<file path="src/rtl/lsa_pkg.sv">
// Shared types for the load/store address unit.
// Assumes: the two-bit mode code is decoded only here and in the decode module.
package lsa_pkg;
    typedef enum logic [1:0] {
        AM_BASE_OFF = 2'b00,
        AM_REG_REG  = 2'b01,
        AM_AUTO_IDX = 2'b10,
        AM_RSVD     = 2'b11
    } amode_e;

    typedef enum logic [1:0] {
        PD_NONE    = 2'b00,
        PD_ST_RR   = 2'b01,
        PD_LD_BASE = 2'b10
    } pend_e;

    localparam logic WB_BASE = 1'b0;
    localparam logic WB_LOAD = 1'b1;
endpackage

</file>
<file path="src/rtl/lsa_decode.sv">
// Classifies an offered instruction: legality, operand source for the adder,
// and whether an extra cycle or a base update is needed.
// Assumes: inputs are only meaningful while an issue is offered.
module lsa_decode
    import lsa_pkg::*;
#(
    parameter bit ALLOW_ST_REGREG  = 1'b1,
    parameter bit ALLOW_LD_AUTOIDX = 1'b1
) (
    input  logic       is_store,
    input  logic [1:0] mode,
    output logic       legal,
    output logic       use_idx,
    output logic       two_cyc_st,
    output logic       ld_extra,
    output logic       st_wb
);
    amode_e m;

    // Decode the mode code against the operation type and options.
    always_comb begin
        m          = amode_e'(mode);
        legal      = 1'b1;
        use_idx    = (m == AM_REG_REG);
        two_cyc_st = 1'b0;
        ld_extra   = 1'b0;
        st_wb      = 1'b0;
        case (m)
            AM_REG_REG: begin
                if (is_store) begin
                    legal      = ALLOW_ST_REGREG;
                    two_cyc_st = ALLOW_ST_REGREG;
                end
            end
            AM_AUTO_IDX: begin
                if (is_store) begin
                    st_wb = 1'b1;
                end else begin
                    legal    = ALLOW_LD_AUTOIDX;
                    ld_extra = ALLOW_LD_AUTOIDX;
                end
            end
            AM_RSVD:  legal = 1'b0;
            default:  legal = 1'b1;
        endcase
    end
endmodule

</file>
<file path="src/rtl/lsa_adder.sv">
// Effective-address adder: base plus either the index value or the
// sign-extended offset, wrapping at XLEN bits.
// Assumes: IMMW < XLEN.
module lsa_adder #(
    parameter int XLEN = 32,
    parameter int IMMW = 16
) (
    input  logic [XLEN-1:0] base_val,
    input  logic [XLEN-1:0] idx_val,
    input  logic [IMMW-1:0] imm,
    input  logic            use_idx,
    output logic [XLEN-1:0] sum
);
    localparam int EXTW = XLEN - IMMW;

    logic [XLEN-1:0] offs;

    // Select the second operand and add with natural wraparound.
    always_comb begin
        offs = use_idx ? idx_val : {{EXTW{imm[IMMW-1]}}, imm};
        sum  = base_val + offs;
    end
endmodule

</file>
<file path="src/rtl/lsa_ctrl.sv">
// Sequencer and result registers. Holds the pending extra-cycle work
// (store data read, or deferred base update) and registers all outputs.
// Assumes: issue_fire is never high while busy is high.
module lsa_ctrl
    import lsa_pkg::*;
#(
    parameter int XLEN = 32,
    parameter int RIDX = 5
) (
    input  logic            clk,
    input  logic            rst_n,
    input  logic            issue_fire,
    input  logic            is_store,
    input  logic            legal,
    input  logic            two_cyc_st,
    input  logic            ld_extra,
    input  logic            st_wb,
    input  logic [RIDX-1:0] data_reg,
    input  logic [RIDX-1:0] base_reg,
    input  logic [XLEN-1:0] sum,
    input  logic [XLEN-1:0] rdata_a,
    input  logic [XLEN-1:0] rdata_b,
    output logic            busy,
    output logic            pend_st_rr,
    output logic [RIDX-1:0] pend_reg,
    output logic            res_valid,
    output logic            res_store,
    output logic [XLEN-1:0] res_addr,
    output logic [XLEN-1:0] res_sdata,
    output logic            res_illegal,
    output logic            wb_en,
    output logic            wb_sel,
    output logic [RIDX-1:0] wb_addr,
    output logic [XLEN-1:0] wb_data
);
    pend_e           pend_q;
    logic [XLEN-1:0] pend_sum_q;
    logic [RIDX-1:0] pend_reg_q;

    assign busy       = (pend_q != PD_NONE);
    assign pend_st_rr = (pend_q == PD_ST_RR);
    assign pend_reg   = pend_reg_q;

    // Advance pending work and register the result and write-port request.
    always_ff @(posedge clk) begin
        if (!rst_n) begin
            pend_q      <= PD_NONE;
            pend_sum_q  <= '0;
            pend_reg_q  <= '0;
            res_valid   <= 1'b0;
            res_store   <= 1'b0;
            res_addr    <= '0;
            res_sdata   <= '0;
            res_illegal <= 1'b0;
            wb_en       <= 1'b0;
            wb_sel      <= WB_BASE;
            wb_addr     <= '0;
            wb_data     <= '0;
        end else begin
            res_valid   <= 1'b0;
            res_illegal <= 1'b0;
            wb_en       <= 1'b0;
            case (pend_q)
                PD_ST_RR: begin
                    res_valid <= 1'b1;
                    res_store <= 1'b1;
                    res_addr  <= pend_sum_q;
                    res_sdata <= rdata_a;
                    pend_q    <= PD_NONE;
                end
                PD_LD_BASE: begin
                    wb_en   <= 1'b1;
                    wb_sel  <= WB_BASE;
                    wb_addr <= pend_reg_q;
                    wb_data <= pend_sum_q;
                    pend_q  <= PD_NONE;
                end
                default: begin
                    if (issue_fire) begin
                        if (!legal) begin
                            res_illegal <= 1'b1;
                        end else if (two_cyc_st) begin
                            pend_q     <= PD_ST_RR;
                            pend_sum_q <= sum;
                            pend_reg_q <= data_reg;
                        end else begin
                            res_valid <= 1'b1;
                            res_store <= is_store;
                            res_addr  <= sum;
                            res_sdata <= is_store ? rdata_b : '0;
                            if (!is_store) begin
                                wb_en   <= 1'b1;
                                wb_sel  <= WB_LOAD;
                                wb_addr <= data_reg;
                                wb_data <= '0;
                            end else if (st_wb) begin
                                wb_en   <= 1'b1;
                                wb_sel  <= WB_BASE;
                                wb_addr <= base_reg;
                                wb_data <= sum;
                            end
                            if (ld_extra) begin
                                pend_q     <= PD_LD_BASE;
                                pend_sum_q <= sum;
                                pend_reg_q <= base_reg;
                            end
                        end
                    end
                end
            endcase
        end
    end

    // outputs quiet right after reset
    a_r1_reset_quiet: assert property (@(posedge clk)
        !rst_n |=> (!busy && !res_valid && !res_illegal && !wb_en));

    // an extra cycle never lasts more than one cycle
    a_r7_busy_single: assert property (@(posedge clk) disable iff (!rst_n)
        busy |=> !busy);

    // illegal pulse carries no result and no write
    a_r9_illegal_silent: assert property (@(posedge clk) disable iff (!rst_n)
        res_illegal |-> (!res_valid && !wb_en));

    // a load result always comes with a loaded-data write request
    a_r6_load_wb: assert property (@(posedge clk) disable iff (!rst_n)
        (res_valid && !res_store) |-> (wb_en && wb_sel == WB_LOAD));

    // a two-cycle store produces its result right after the busy cycle
    a_r8_store_follows: assert property (@(posedge clk) disable iff (!rst_n)
        pend_st_rr |=> (res_valid && res_store && !wb_en));
endmodule

</file>
<file path="src/rtl/lsa_addr_unit.sv">
// Top of the load/store address unit. Steers the two register-file read
// ports, feeds the adder and hands results to the sequencer.
// Assumes: register-file read data is returned in the same cycle.
module lsa_addr_unit
    import lsa_pkg::*;
#(
    parameter int XLEN             = 32,
    parameter int RIDX             = 5,
    parameter int IMMW             = 16,
    parameter bit ALLOW_ST_REGREG  = 1'b1,
    parameter bit ALLOW_LD_AUTOIDX = 1'b1
) (
    input  logic            clk,
    input  logic            rst_n,
    input  logic            issue_valid,
    input  logic            issue_store,
    input  logic [1:0]      issue_mode,
    input  logic [RIDX-1:0] issue_data_reg,
    input  logic [RIDX-1:0] issue_base_reg,
    input  logic [RIDX-1:0] issue_index_reg,
    input  logic [IMMW-1:0] issue_imm,
    output logic [RIDX-1:0] rf_raddr_a,
    output logic            rf_ren_a,
    input  logic [XLEN-1:0] rf_rdata_a,
    output logic [RIDX-1:0] rf_raddr_b,
    output logic            rf_ren_b,
    input  logic [XLEN-1:0] rf_rdata_b,
    output logic            busy,
    output logic            res_valid,
    output logic            res_store,
    output logic [XLEN-1:0] res_addr,
    output logic [XLEN-1:0] res_sdata,
    output logic            res_illegal,
    output logic            wb_en,
    output logic            wb_sel,
    output logic [RIDX-1:0] wb_addr,
    output logic [XLEN-1:0] wb_data
);
    logic            legal, use_idx, two_cyc_st, ld_extra, st_wb;
    logic            pend_st_rr, issue_fire;
    logic [RIDX-1:0] pend_reg;
    logic [XLEN-1:0] sum;

    lsa_decode #(
        .ALLOW_ST_REGREG (ALLOW_ST_REGREG),
        .ALLOW_LD_AUTOIDX(ALLOW_LD_AUTOIDX)
    ) u_decode (
        .is_store  (issue_store),
        .mode      (issue_mode),
        .legal     (legal),
        .use_idx   (use_idx),
        .two_cyc_st(two_cyc_st),
        .ld_extra  (ld_extra),
        .st_wb     (st_wb)
    );

    lsa_adder #(.XLEN(XLEN), .IMMW(IMMW)) u_adder (
        .base_val(rf_rdata_a),
        .idx_val (rf_rdata_b),
        .imm     (issue_imm),
        .use_idx (use_idx),
        .sum     (sum)
    );

    assign issue_fire = issue_valid && !busy;

    // Steer the read ports: pending store-data read first, else the issue.
    always_comb begin
        rf_raddr_a = issue_base_reg;
        rf_raddr_b = use_idx ? issue_index_reg : issue_data_reg;
        rf_ren_a   = 1'b0;
        rf_ren_b   = 1'b0;
        if (pend_st_rr) begin
            rf_raddr_a = pend_reg;
            rf_ren_a   = 1'b1;
        end else if (issue_fire && legal) begin
            rf_ren_a = 1'b1;
            rf_ren_b = issue_store || use_idx;
        end
    end

    lsa_ctrl #(.XLEN(XLEN), .RIDX(RIDX)) u_ctrl (
        .clk        (clk),
        .rst_n      (rst_n),
        .issue_fire (issue_fire),
        .is_store   (issue_store),
        .legal      (legal),
        .two_cyc_st (two_cyc_st),
        .ld_extra   (ld_extra),
        .st_wb      (st_wb),
        .data_reg   (issue_data_reg),
        .base_reg   (issue_base_reg),
        .sum        (sum),
        .rdata_a    (rf_rdata_a),
        .rdata_b    (rf_rdata_b),
        .busy       (busy),
        .pend_st_rr (pend_st_rr),
        .pend_reg   (pend_reg),
        .res_valid  (res_valid),
        .res_store  (res_store),
        .res_addr   (res_addr),
        .res_sdata  (res_sdata),
        .res_illegal(res_illegal),
        .wb_en      (wb_en),
        .wb_sel     (wb_sel),
        .wb_addr    (wb_addr),
        .wb_data    (wb_data)
    );

    // a legal store that fires always occupies both read ports
    a_r4_store_both_ports: assert property (@(posedge clk) disable iff (!rst_n)
        (issue_fire && issue_store && legal && !pend_st_rr) |-> (rf_ren_a && rf_ren_b));

    // the extra store cycle uses port A only
    a_r8_extra_read_a: assert property (@(posedge clk) disable iff (!rst_n)
        pend_st_rr |-> (rf_ren_a && !rf_ren_b));

    // the deferred base-update cycle reads nothing
    a_r7_update_no_read: assert property (@(posedge clk) disable iff (!rst_n)
        (busy && !pend_st_rr) |-> (!rf_ren_a && !rf_ren_b));

    // an illegal issue requests no read
    a_r9_illegal_no_read: assert property (@(posedge clk) disable iff (!rst_n)
        (issue_fire && !legal) |-> (!rf_ren_a && !rf_ren_b));
endmodule

</file>
<file path="config.mk">
export PLATFORM = sky130hd
export DESIGN_NAME = lsa_addr_unit
export DESIGN_NICKNAME = d
export VERILOG_FILES = /design/src/rtl/lsa_pkg.sv /design/src/rtl/lsa_decode.sv /design/src/rtl/lsa_adder.sv /design/src/rtl/lsa_ctrl.sv /design/src/rtl/lsa_addr_unit.sv
export SDC_FILE = /design/constraint.sdc
export NUM_CORES = 1
export LEC_CHECK = 0
export BUFFER_PORTS_ARGS = -buffer_cell sky130_fd_sc_hd__buf_2
export CORE_AREA = 2 2 146 148
export CTS_CLUSTER_DIAMETER = 40
export DETAILED_ROUTE_END_ITERATION = 6
export DIE_AREA = 0 0 148 150
export SYNTH_ARGS = -nofsm -noshare
export SYNTH_HDL_FRONTEND = slang
export SYNTH_SLANG_ARGS = --single-unit
</file>
<file path="constraint.sdc">
create_clock -name clk -period 4.3 [get_ports clk]
set_clock_uncertainty 0.1 [all_clocks]
set_input_delay 0.215 -clock clk [delete_from_list [all_inputs] [get_ports clk]]
set_output_delay 0.215 -clock clk [all_outputs]
set_load 0.005 [all_outputs]
</file>
==> results.sh, run 1 <==
export IMPL_synthCells=1052
export IMPL_grt_setup_unrepaired="no"
export IMPL_syn_cell_area_um2=8160
export IMPL_dpl_hpwl_mm=18.1
export IMPL_rows=53
export IMPL_die_area_um2=22200
export IMPL_drtAntennaViolNets=0
export IMPL_clockRootBuffer="clkbuf_16"
export IMPL_avgSynthCellArea_um2=7.76
export IMPL_vias=8545
export IMPL_nets=1428
export IMPL_arrival_ps=4060
export IMPL_synthTopCellsByCount="dfxtp_1, nand2_1, nor2_1"
export IMPL_worstHoldStart="issue_mode[1]"
export IMPL_cp_max_fo=8
export IMPL_dpl_worst_slack_ps=391
export IMPL_r2r_setup_slack_ps=700
export IMPL_cts_max_level=4
export IMPL_grt_start_max_net_pins=107
export IMPL_cts_reportedPaths_clkPinSlew_ps=70
export IMPL_drtPass1Iterations=5
export IMPL_cp_required_ps=4480
export IMPL_ys_async_sr_fraction=0
export IMPL_setup_viol=0
export IMPL_min_path_type="in2reg"
export IMPL_synthToLayoutAreaGrowth_pct=31.9
export IMPL_synth_flop_cell="dfxtp_1"
export IMPL_drc=0
export IMPL_grt_pass1_vias=7979
export IMPL_initial_utilization=0.395
export IMPL_ys_ff_latch=145
export IMPL_worstReg2RegEnd="u_ctrl.res_sdata[2]$_SDFFE_PN0P_"
export IMPL_min_to="u_ctrl.res_illegal$_SDFF_PP0_"
export IMPL_grt_total_usage=0.237
export IMPL_dieWidth_um=148
export IMPL_vias_per_cell=5.41
export IMPL_status="completed"
export IMPL_io_pins=220
export IMPL_placeableCoreArea_um2=20700
export IMPL_ir_drop_v=0.000309
export IMPL_antenna_found_initial=0
export IMPL_grt_overflow=0
export IMPL_globalplace_congestion=0.858
export IMPL_finalSetupTns_ps=0
export IMPL_die_h_um=150
export IMPL_synth_most_common_cell="dfxtp_1"
export IMPL_p_per_area_nw_per_um2=398
export IMPL_drt_wl_total_mm=26.8
export IMPL_post_drt_wl_per_cell_um=17.0
export IMPL_clock_sinks=145
export IMPL_cts_resized=0
export IMPL_max_slew_margin=0.199
export IMPL_clockBufferDepth=2
export IMPL_end_kind="register"
export IMPL_seq_area_frac_synth=0.356
export IMPL_numCtsBuffers=17
export IMPL_io_buffers=219
export IMPL_diodes=0
export IMPL_clkLatencyLatePin_ps=420
export IMPL_period_share=0.902
export IMPL_synth_top_area_frac=0.356
export IMPL_min_path_cells=2
export IMPL_grt_pass1_wl_mm=42.1
export IMPL_hold_viol=0
export IMPL_cp_start_kind="primary input"
export IMPL_yosysUniqueCellTypes=54
export IMPL_fin_ws_ps=422
export IMPL_cts_tree="built"
export IMPL_max_freq_mhz=258
export IMPL_final_layout_size_suffix_gt1_frac=0.234
export IMPL_r2r_start="u_ctrl.pend_q[1]$_SDFFE_PP0P_"
export IMPL_drv_slew=0
export IMPL_tightestPinTransition_ps=1200
export IMPL_ys_warn_count=0
export IMPL_fill_cells=2044
export IMPL_synth_area_leader_cell="dfxtp_1"
export IMPL_reg2reg_depth=8
export IMPL_synth_enable_flop_cells=0
export IMPL_layout_cells_non_filler=1579
export IMPL_first_iter_violations=428
export IMPL_ys_top_cells_by_area="dfxtp_1, nand2_1, nor2_1"
export IMPL_critical_path_class="in2reg"
export IMPL_post_place_cells=1475
export IMPL_synth_nets=1189
export IMPL_p_leak_nw=4.82
export IMPL_cap_violations=0
export IMPL_finalCriticalPeriod_ps=3880
layout make-up:
cell class	instances	area, um^2	share of cell area
tap	275	344	0.0320
inverter	17	66.3	0.00616
multi-input combinational	806	4930	0.458
timing repair buffer	304	1920	0.179
sequential	145	2900	0.270
clock buffer	17	425	0.0395
clock inverter	15	171	0.0159
worst max path at each step:
stage | startpoint | to | slack [ps]
floorplan | issue_mode[0] | u_ctrl.wb_data[25]$_SDFFE_PN0P_ | 710
global placement | issue_mode[0] | u_ctrl.res_addr[29]$_SDFFE_PN0P_ | 490
detailed placement | issue_mode[0] | u_ctrl.res_addr[29]$_SDFFE_PN0P_ | 390
CTS | issue_mode[0] | u_ctrl.res_addr[29]$_SDFFE_PN0P_ | 310
global route | issue_mode[0] | u_ctrl.wb_data[31]$_SDFFE_PN0P_ | 70
finish | issue_mode[0] | u_ctrl.wb_data[26]$_SDFFE_PN0P_ | 420
cells in the final DEF, fill, tap and decap left out, types with 3 or more instances in the layout:
master / n
a21o_1: 37
dlygate4sd3_1: 71
buf_2: 219
inv_6: 4
nand3_1: 46
o21ai_0: 61
inv_1: 15
or3_1: 4
a311oi_1: 43
dfxtp_1: 145
o211ai_1: 10
nand2b_1: 3
buf_4: 13
mux2i_1: 16
nor3_1: 23
a221oi_1: 19
mux2_2: 25
xor2_1: 12
nor2b_1: 5
nand2_1: 144
ha_1: 33
a211oi_1: 16
xnor2_1: 19
nor2_1: 134
a21oi_1: 94
nand4_1: 6
o21bai_1: 4
and3_1: 6
clkbuf_16: 17
a31oi_1: 8
inv_8: 3
critical path, stage by stage:
cell and delay, ps:
dlygate4sd3_1 520, buf_2 140, nor2b_4 240, buf_4 210
mux2_2 170, ha_1 160, inv_1 60, fa_1 390
nor2b_1 120, o21ai_0 100, o22ai_1 200, a21oi_1 140
o21ai_1 380, a21boi_0 220, o21ai_0 460, xnor2_1 210
a31oi_1 100
layer usage:
layer | track usage | up-vias | part of all wire
met1 | 0.308 | 4010 | 0.46
met3 | 0.0381 | 36 | 0.051
met2 | 0.402 | 244 | 0.47
li1 | - | 4255 | -
met5 | 0 | - | 0
met4 | 0.0781 | 0 | 0.024
power by group:
group / switching, W / internal (W)
clock network: 0.000650 / 0.000873
logic: 0.000685 / 0.000515
registers: 0.0000791 / 0.00148
total: 0.00141 / 0.00287
repair_timing:
item / CTS / global route
hold endpoints to repair: 37 / 0
setup endpoints to repair: 0 / 7
setup buffers: 0 / 1
hold buffers: 71 / 0
logic make-up (layout without fill, tap and decap cells):
| logic type | count (synthesis) | after routing | share of synthesized area |
|---|---|---|---|
| xor gates and xnor gates | 31 | 31 | 0.0333 |
| and+or+nand+nor | 381 | 381 | 0.197 |
| muxes | 41 | 41 | 0.0541 |
| buffers and inverters | 101 | 353 | 0.0464 |
| DFF | 145 | 145 | 0.356 |
| adders and majority gates | 36 | 36 | 0.0561 |
| AOI/OAI and AO/OA | 317 | 317 | 0.257 |
per-stage QoR:
step           area, um^2  utilization  hold WS (ps)  power (W)
4_1_cts             10800        0.520          41.4    0.00432
6_report            10800        0.520          61.0    0.00428
5_1_grt             10800        0.520          47.2    0.00452
3_5_place_dp         9450        0.457           345    0.00271
3_3_place_gp         9450        0.457           345    0.00270
2_1_floorplan        8160            -           255    0.00230
Power figures use the tool's default switching activity.
==> run 2, diff against run 1 <==
--- a/config.mk
+++ b/config.mk
@@ -6,10 +6,12 @@
 export NUM_CORES = 1
 export LEC_CHECK = 0
 export BUFFER_PORTS_ARGS = -buffer_cell sky130_fd_sc_hd__buf_2
-export CORE_AREA = 2 2 146 148
+export CORE_AREA = 2 2 128 130
 export CTS_CLUSTER_DIAMETER = 40
 export DETAILED_ROUTE_END_ITERATION = 6
-export DIE_AREA = 0 0 148 150
+export DIE_AREA = 0 0 130 132
+export PLACE_DENSITY = 0.79
 export SYNTH_ARGS = -nofsm -noshare
 export SYNTH_HDL_FRONTEND = slang
 export SYNTH_SLANG_ARGS = --single-unit
+export TNS_END_PERCENT = 50
==> results.sh, run 2 (synthesis results as in run 1) <==
export IMPL_status="completed"
export IMPL_drt_wl_total_mm=26.0
export IMPL_setup_viol=0
export IMPL_diodes=0
export IMPL_sw_frac_of_total=0.326
export IMPL_max_slew_margin=0.245
export IMPL_synthToLayoutAreaGrowth_pct=30.7
export IMPL_grt_overflow=0
export IMPL_min_path_type="in2reg"
export IMPL_p_int_w=0.00286
export IMPL_cp_max_fo=23
export IMPL_critical_path_class="in2reg"
export IMPL_r2r_start="u_ctrl.pend_q[0]$_SDFFE_PP0P_"
export IMPL_p_leak_nw=4.81
export IMPL_finalCriticalPeriod_ps=3830
export IMPL_clockRootBuffer="clkbuf_16"
export IMPL_placeableCoreArea_um2=15700
export IMPL_clockBufferDepth=2
export IMPL_worstHoldStart="rf_rdata_a[23]"
export IMPL_max_freq_mhz=261
export IMPL_place_area_um2=9370
export IMPL_p_switching_w=0.00138
export IMPL_cap_violations=0
export IMPL_grt_start_max_net_pins=95
export IMPL_fill_cells=1302
export IMPL_combPwrFrac=0.282
export IMPL_grt_pass1_wl_mm=40.9
export IMPL_die_h_um=132
export IMPL_hold_viol=0
export IMPL_drtPass1Iterations=5
export IMPL_cp_start_kind="primary input"
export IMPL_vias_per_cell=5.74
export IMPL_finalSetupTns_ps=0
export IMPL_rows=46
export IMPL_dpl_hpwl_mm=17.3
export IMPL_layout_commonest_cell="buf_2"
export IMPL_p_per_area_nw_per_um2=397
export IMPL_stdcell_area_um2=10700
export IMPL_post_drt_wl_per_cell_um=17.1
export IMPL_numCtsBuffers=17
export IMPL_grt_setup_unrepaired="no"
export IMPL_io_buffers=219
export IMPL_cts_reportedPaths_clkPinSlew_ps=70
export IMPL_cts_tree="built"
export IMPL_seqPwrFrac=0.367
export IMPL_vias=8742
export IMPL_first_iter_violations=577
export IMPL_clkLatencyLatePin_ps=420
export IMPL_drtAntennaViolNets=0
export IMPL_cp_startpoint="issue_mode[0]"
export IMPL_die_area_um2=17200
export IMPL_drc=0
export IMPL_final_layout_size_suffix_gt1_frac=0.239
export IMPL_ir_drop_v=0.000322
export IMPL_antenna_found_initial=0
export IMPL_grt_pass1_vias=8301
export IMPL_clock_sinks=145
export IMPL_min_path_cells=3
export IMPL_period_share=0.891
export IMPL_dieWidth_um=130
export IMPL_tightestPinTransition_ps=1130
export IMPL_initial_utilization=0.520
export IMPL_end_kind="register"
export IMPL_clock_power_share=0.350
export IMPL_cts_max_level=4
export IMPL_grt_total_usage=0.296
export IMPL_cp_required_ps=4480
export IMPL_io_pins=220
export IMPL_mostFrequentLayoutCells="buf_2, dfxtp_1, nand2_1"
export IMPL_globalplace_congestion=0.880
export IMPL_drv_slew=0
export IMPL_nets=1430
export IMPL_reg2reg_depth=8
export IMPL_arrival_ps=4010
[run 2: cell types whose count changed in the layout (fill, tap and decap cells not counted), sizes merged]
cell         before  now
buf             233  240
clkbuf           17   18
clkinv            4    6
clkinvlp          2    3
dlygate4sd3      71   66
inv              24   20
[run 2: critical path, cell delays in order]
cell	delay [ps]
dlygate4sd3_1	530
buf_2	150
nor2b_4	170
buf_12	150
buf_4	280
mux2_2	380
ha_1	350
a21oi_1	190
o21ai_0	170
a21oi_1	170
nor2b_1	60
a311o_1	380
xnor2_1	450
o21ai_0	190
o21ai_0	110
nor2_1	60
[run 2: worst paths after layout]
path | to | slack [ps]
worst min-delay path | u_ctrl.res_sdata[23]$_SDFFE_PN0P_ | 6
worst max register to register | u_ctrl.res_sdata[12]$_SDFFE_PN0P_ | 1030
worst min register to register | u_ctrl.wb_addr[3]$_SDFFE_PN0P_ | 350
worst max-delay path | u_ctrl.wb_data[17]$_SDFFE_PN0P_ | 470
[run 2: per-layer routing]
metal | routed length (um) | up-vias | global-route usage
li1 | - | 4278 | -
met3 | 1420 | 64 | 0.0499
met4 | 860 | 0 | 0.117
met5 | 0 | - | 0
met1 | 11000 | 4082 | 0.368
met2 | 12700 | 318 | 0.505
[run 2: stage by stage]
step	setup slack, ps	total power [W]	util	std cells	hold slack [ps]
after floorplan	710	0.00230	-	1052	255
after global placement	507	0.00267	0.597	1419	344
after detailed placement	431	0.00269	0.597	1419	347
after CTS	325	0.00423	0.676	1517	1.20
after global routing	146	0.00446	0.679	1522	14.5
final	471	0.00424	0.679	1522	6.28
[run 2: area by class of cell]
type                    count  area, um^2  area share
clock buffers              18         429      0.0402
clock inverters            14         156      0.0147
inverters                  17        65.1     0.00610
multi-input cells         806        4920       0.461
flip-flops and latches    145        2900       0.272
well taps                 216         270      0.0253
repair buffers            306        1930       0.181
[run 2: power by group through the flow]
stage / Clock, W / Combinational (W) / Sequential (W)
6_report: 0.00149 / 0.00120 / 0.00156
5_1_grt: 0.00156 / 0.00132 / 0.00157
3_3_place_gp: 0 / 0.00109 / 0.00158
2_1_floorplan: 0 / 0.000710 / 0.00159
3_5_place_dp: 0 / 0.00111 / 0.00158
4_1_cts: 0.00150 / 0.00118 / 0.00156
[run 2: what timing repair did]
item,in CTS,in global routing
endpoints found under the setup margin,0,11
hold endpoints to repair,37,0
hold buffers,66,0
gates resized for setup,0,2
buffers inserted,0,5
==> run 3, diff against run 2 <==
--- a/config.mk
+++ b/config.mk
@@ -6,11 +6,11 @@
 export NUM_CORES = 1
 export LEC_CHECK = 0
 export BUFFER_PORTS_ARGS = -buffer_cell sky130_fd_sc_hd__buf_2
-export CORE_AREA = 2 2 128 130
+export CORE_AREA = 2 2 122 124
 export CTS_CLUSTER_DIAMETER = 40
 export DETAILED_ROUTE_END_ITERATION = 6
-export DIE_AREA = 0 0 130 132
-export PLACE_DENSITY = 0.79
+export DIE_AREA = 0 0 124 126
+export PLACE_DENSITY = 0.86
 export SYNTH_ARGS = -nofsm -noshare
 export SYNTH_HDL_FRONTEND = slang
 export SYNTH_SLANG_ARGS = --single-unit
==> constraint.sdc (replaced) <==
create_clock -name clk -period 4.5 [get_ports clk]
set_clock_uncertainty 0.1 [all_clocks]
set_input_delay 0.225 -clock clk [delete_from_list [all_inputs] [get_ports clk]]
set_output_delay 0.225 -clock clk [all_outputs]
set_load 0.005 [all_outputs]
==> results.sh, run 3 (synthesis results as in run 1) <==
export IMPL_status="completed"
export IMPL_max_stage_delay_ps=920
export IMPL_rows=44
export IMPL_p_leak_nw=4.73
export IMPL_globalplace_congestion=0.902
export IMPL_clockBufferDepth=2
export IMPL_final_layout_size_suffix_gt1_frac=0.236
export IMPL_path_depth=14
export IMPL_cp_max_fo=23
export IMPL_die_h_um=126
export IMPL_grt_pass1_wl_mm=41.7
export IMPL_vias_per_cell=6.15
export IMPL_initial_utilization=0.570
export IMPL_grt_total_usage=0.334
export IMPL_grt_overflow=0
export IMPL_grt_start_max_net_pins=77
export IMPL_slowest_stage="nor2b_1"
export IMPL_postCtsSetupBuffers=0
export IMPL_min_path_cells=3
export IMPL_max_slew_margin=0.217
export IMPL_clkLatencyLatePin_ps=430
export IMPL_max_freq_mhz=274
export IMPL_io_buffers=219
export IMPL_placeableCoreArea_um2=14300
export IMPL_p_per_area_nw_per_um2=393
export IMPL_fill_cells=1132
export IMPL_critical_path_class="in2reg"
export IMPL_cp_cell_sequence="buf_2, nor2b_4, buf_4, nor2b_1, a21o_1, ha_1, nand4_1, nor2_1, o211ai_1, and3_1, or2_2, xnor2_1, mux2i_1, a21oi_1"
export IMPL_dpl_hpwl_mm=17.0
export IMPL_dieWidth_um=124
export IMPL_die_area_um2=15600
export IMPL_cap_violations=0
export IMPL_synthToLayoutAreaGrowth_pct=28.6
export IMPL_cp_startpoint="issue_mode[0]"
export IMPL_reg2reg_depth=8
export IMPL_clockRootBuffer="clkbuf_16"
export IMPL_vias=9047
export IMPL_io_pins=220
export IMPL_ir_drop_v=0.000279
export IMPL_r2r_start="u_ctrl.pend_q[1]$_SDFFE_PP0P_"
export IMPL_hold_viol=0
export IMPL_arrival_ps=3910
export IMPL_drc=0
export IMPL_tightestPinTransition_ps=1170
export IMPL_drv_slew=0
export IMPL_r2r_setup_slack_ps=1170
export IMPL_holdBufCountCts=56
export IMPL_worstReg2RegEnd="u_ctrl.res_sdata[15]$_SDFFE_PN0P_"
export IMPL_cts_tree="built"
export IMPL_first_iter_violations=794
export IMPL_cp_required_ps=4760
export IMPL_end_kind="register"
export IMPL_nets=1412
export IMPL_cts_max_level=4
export IMPL_crit_buf_inv=2
export IMPL_finalCriticalPeriod_ps=3650
export IMPL_grt_pass1_vias=8523
export IMPL_critical_path_top_delay_family="simple AND/OR/NAND/NOR gates"
export IMPL_cts_reportedPaths_clkPinSlew_ps=60
export IMPL_finalSetupTns_ps=0
export IMPL_mostFrequentLayoutCells="buf_2, dfxtp_1, nand2_1"
export IMPL_antenna_found_initial=0
export IMPL_drtAntennaViolNets=0
export IMPL_drt_wl_total_mm=26.6
export IMPL_final_util=0.733
export IMPL_layout_commonest_cell="buf_2"
export IMPL_post_drt_wl_per_cell_um=18.0
export IMPL_numCtsBuffers=17
export IMPL_cts_resized=0
export IMPL_endpoint="u_ctrl.res_addr[23]$_SDFFE_PN0P_"
export IMPL_clock_sinks=145
export IMPL_diodes=0
export IMPL_drtPass1Iterations=5
export IMPL_min_path_type="in2reg"
export IMPL_grt_setup_unrepaired="no"
export IMPL_setup_viol=0
export IMPL_period_share=0.811
export IMPL_cp_start_kind="primary input"
[run 3: cell count changes in the layout (fill, tap and decap cells not counted), sizes merged]
cell         before  now
dlygate4sd3      66   56
buf             240  232
clkinv            6    3
inv              20   22
bufinv            2    3
[run 3: final cells by class]
type                    count  area, um^2  share of cell area
multi-input cells         806        4920               0.469
flip-flops and latches    145        2900               0.277
repair buffers            288        1770               0.168
clock buffers              18         439              0.0418
well taps                 184         230              0.0219
clock inverters            14         175              0.0167
inverters                  17        65.1             0.00620
[run 3: worst min-delay path by stage]
| stage | startpoint | end | slack [ps] |
|---|---|---|---|
| CTS | rf_rdata_b[22] | u_ctrl.res_sdata[22]$_SDFFE_PN0P_ | 0.4 |
| global route | rf_rdata_b[22] | u_ctrl.res_sdata[22]$_SDFFE_PN0P_ | 0.3 |
| floorplan | issue_data_reg[1] | u_ctrl.wb_addr[1]$_SDFFE_PN0P_ | 270 |
| global placement | u_ctrl.wb_addr[0]$_SDFFE_PN0P_ | u_ctrl.wb_addr[0]$_SDFFE_PN0P_ | 340 |
| finish | rf_rdata_b[23] | u_ctrl.res_sdata[23]$_SDFFE_PN0P_ | 7 |
| detailed placement | u_ctrl.wb_addr[3]$_SDFFE_PN0P_ | u_ctrl.wb_addr[3]$_SDFFE_PN0P_ | 350 |
[run 3: power breakdown]
group / internal, W / switching, W / total (W)
clock: 0.000895 / 0.000599 / 0.00149
sequential: 0.00142 / 0.0000782 / 0.00149
combinational: 0.000477 / 0.000662 / 0.00114
total: 0.00279 / 0.00134 / 0.00413
[run 3: stage by stage]
| step | total power (W) | cell area (um^2) | hold slack, ps | instances | worst slack (ps) |
|---|---|---|---|---|---|
| global placement | 0.00254 | 9320 | 340 | 1384 | 662 |
| detailed placement | 0.00257 | 9320 | 348 | 1384 | 556 |
| global route | 0.00431 | 10500 | 0.300 | 1472 | 573 |
| floorplan | 0.00219 | 8160 | 265 | 1052 | 900 |
| finish | 0.00413 | 10500 | 7.13 | 1472 | 852 |
| CTS | 0.00410 | 10500 | 0.416 | 1472 | 965 |
[run 3: routing by layer]
metal  vias up  wire length, um  GRT usage
met5         -                0          0
li1       4237                -          -
met2       479            12600      0.555
met3        83             2220     0.0648
met1      4248            10600      0.404
met4         0             1140      0.182
[run 3: worst register-to-register path, cell delays in order, from the launching register on]
cell	delay, ps
dfxtp_1	350
inv_1	90
ha_2	470
inv_2	100
a21oi_4	710
buf_12	380
nor2_1	120
a311oi_1	320
dlygate4sd3_1	620
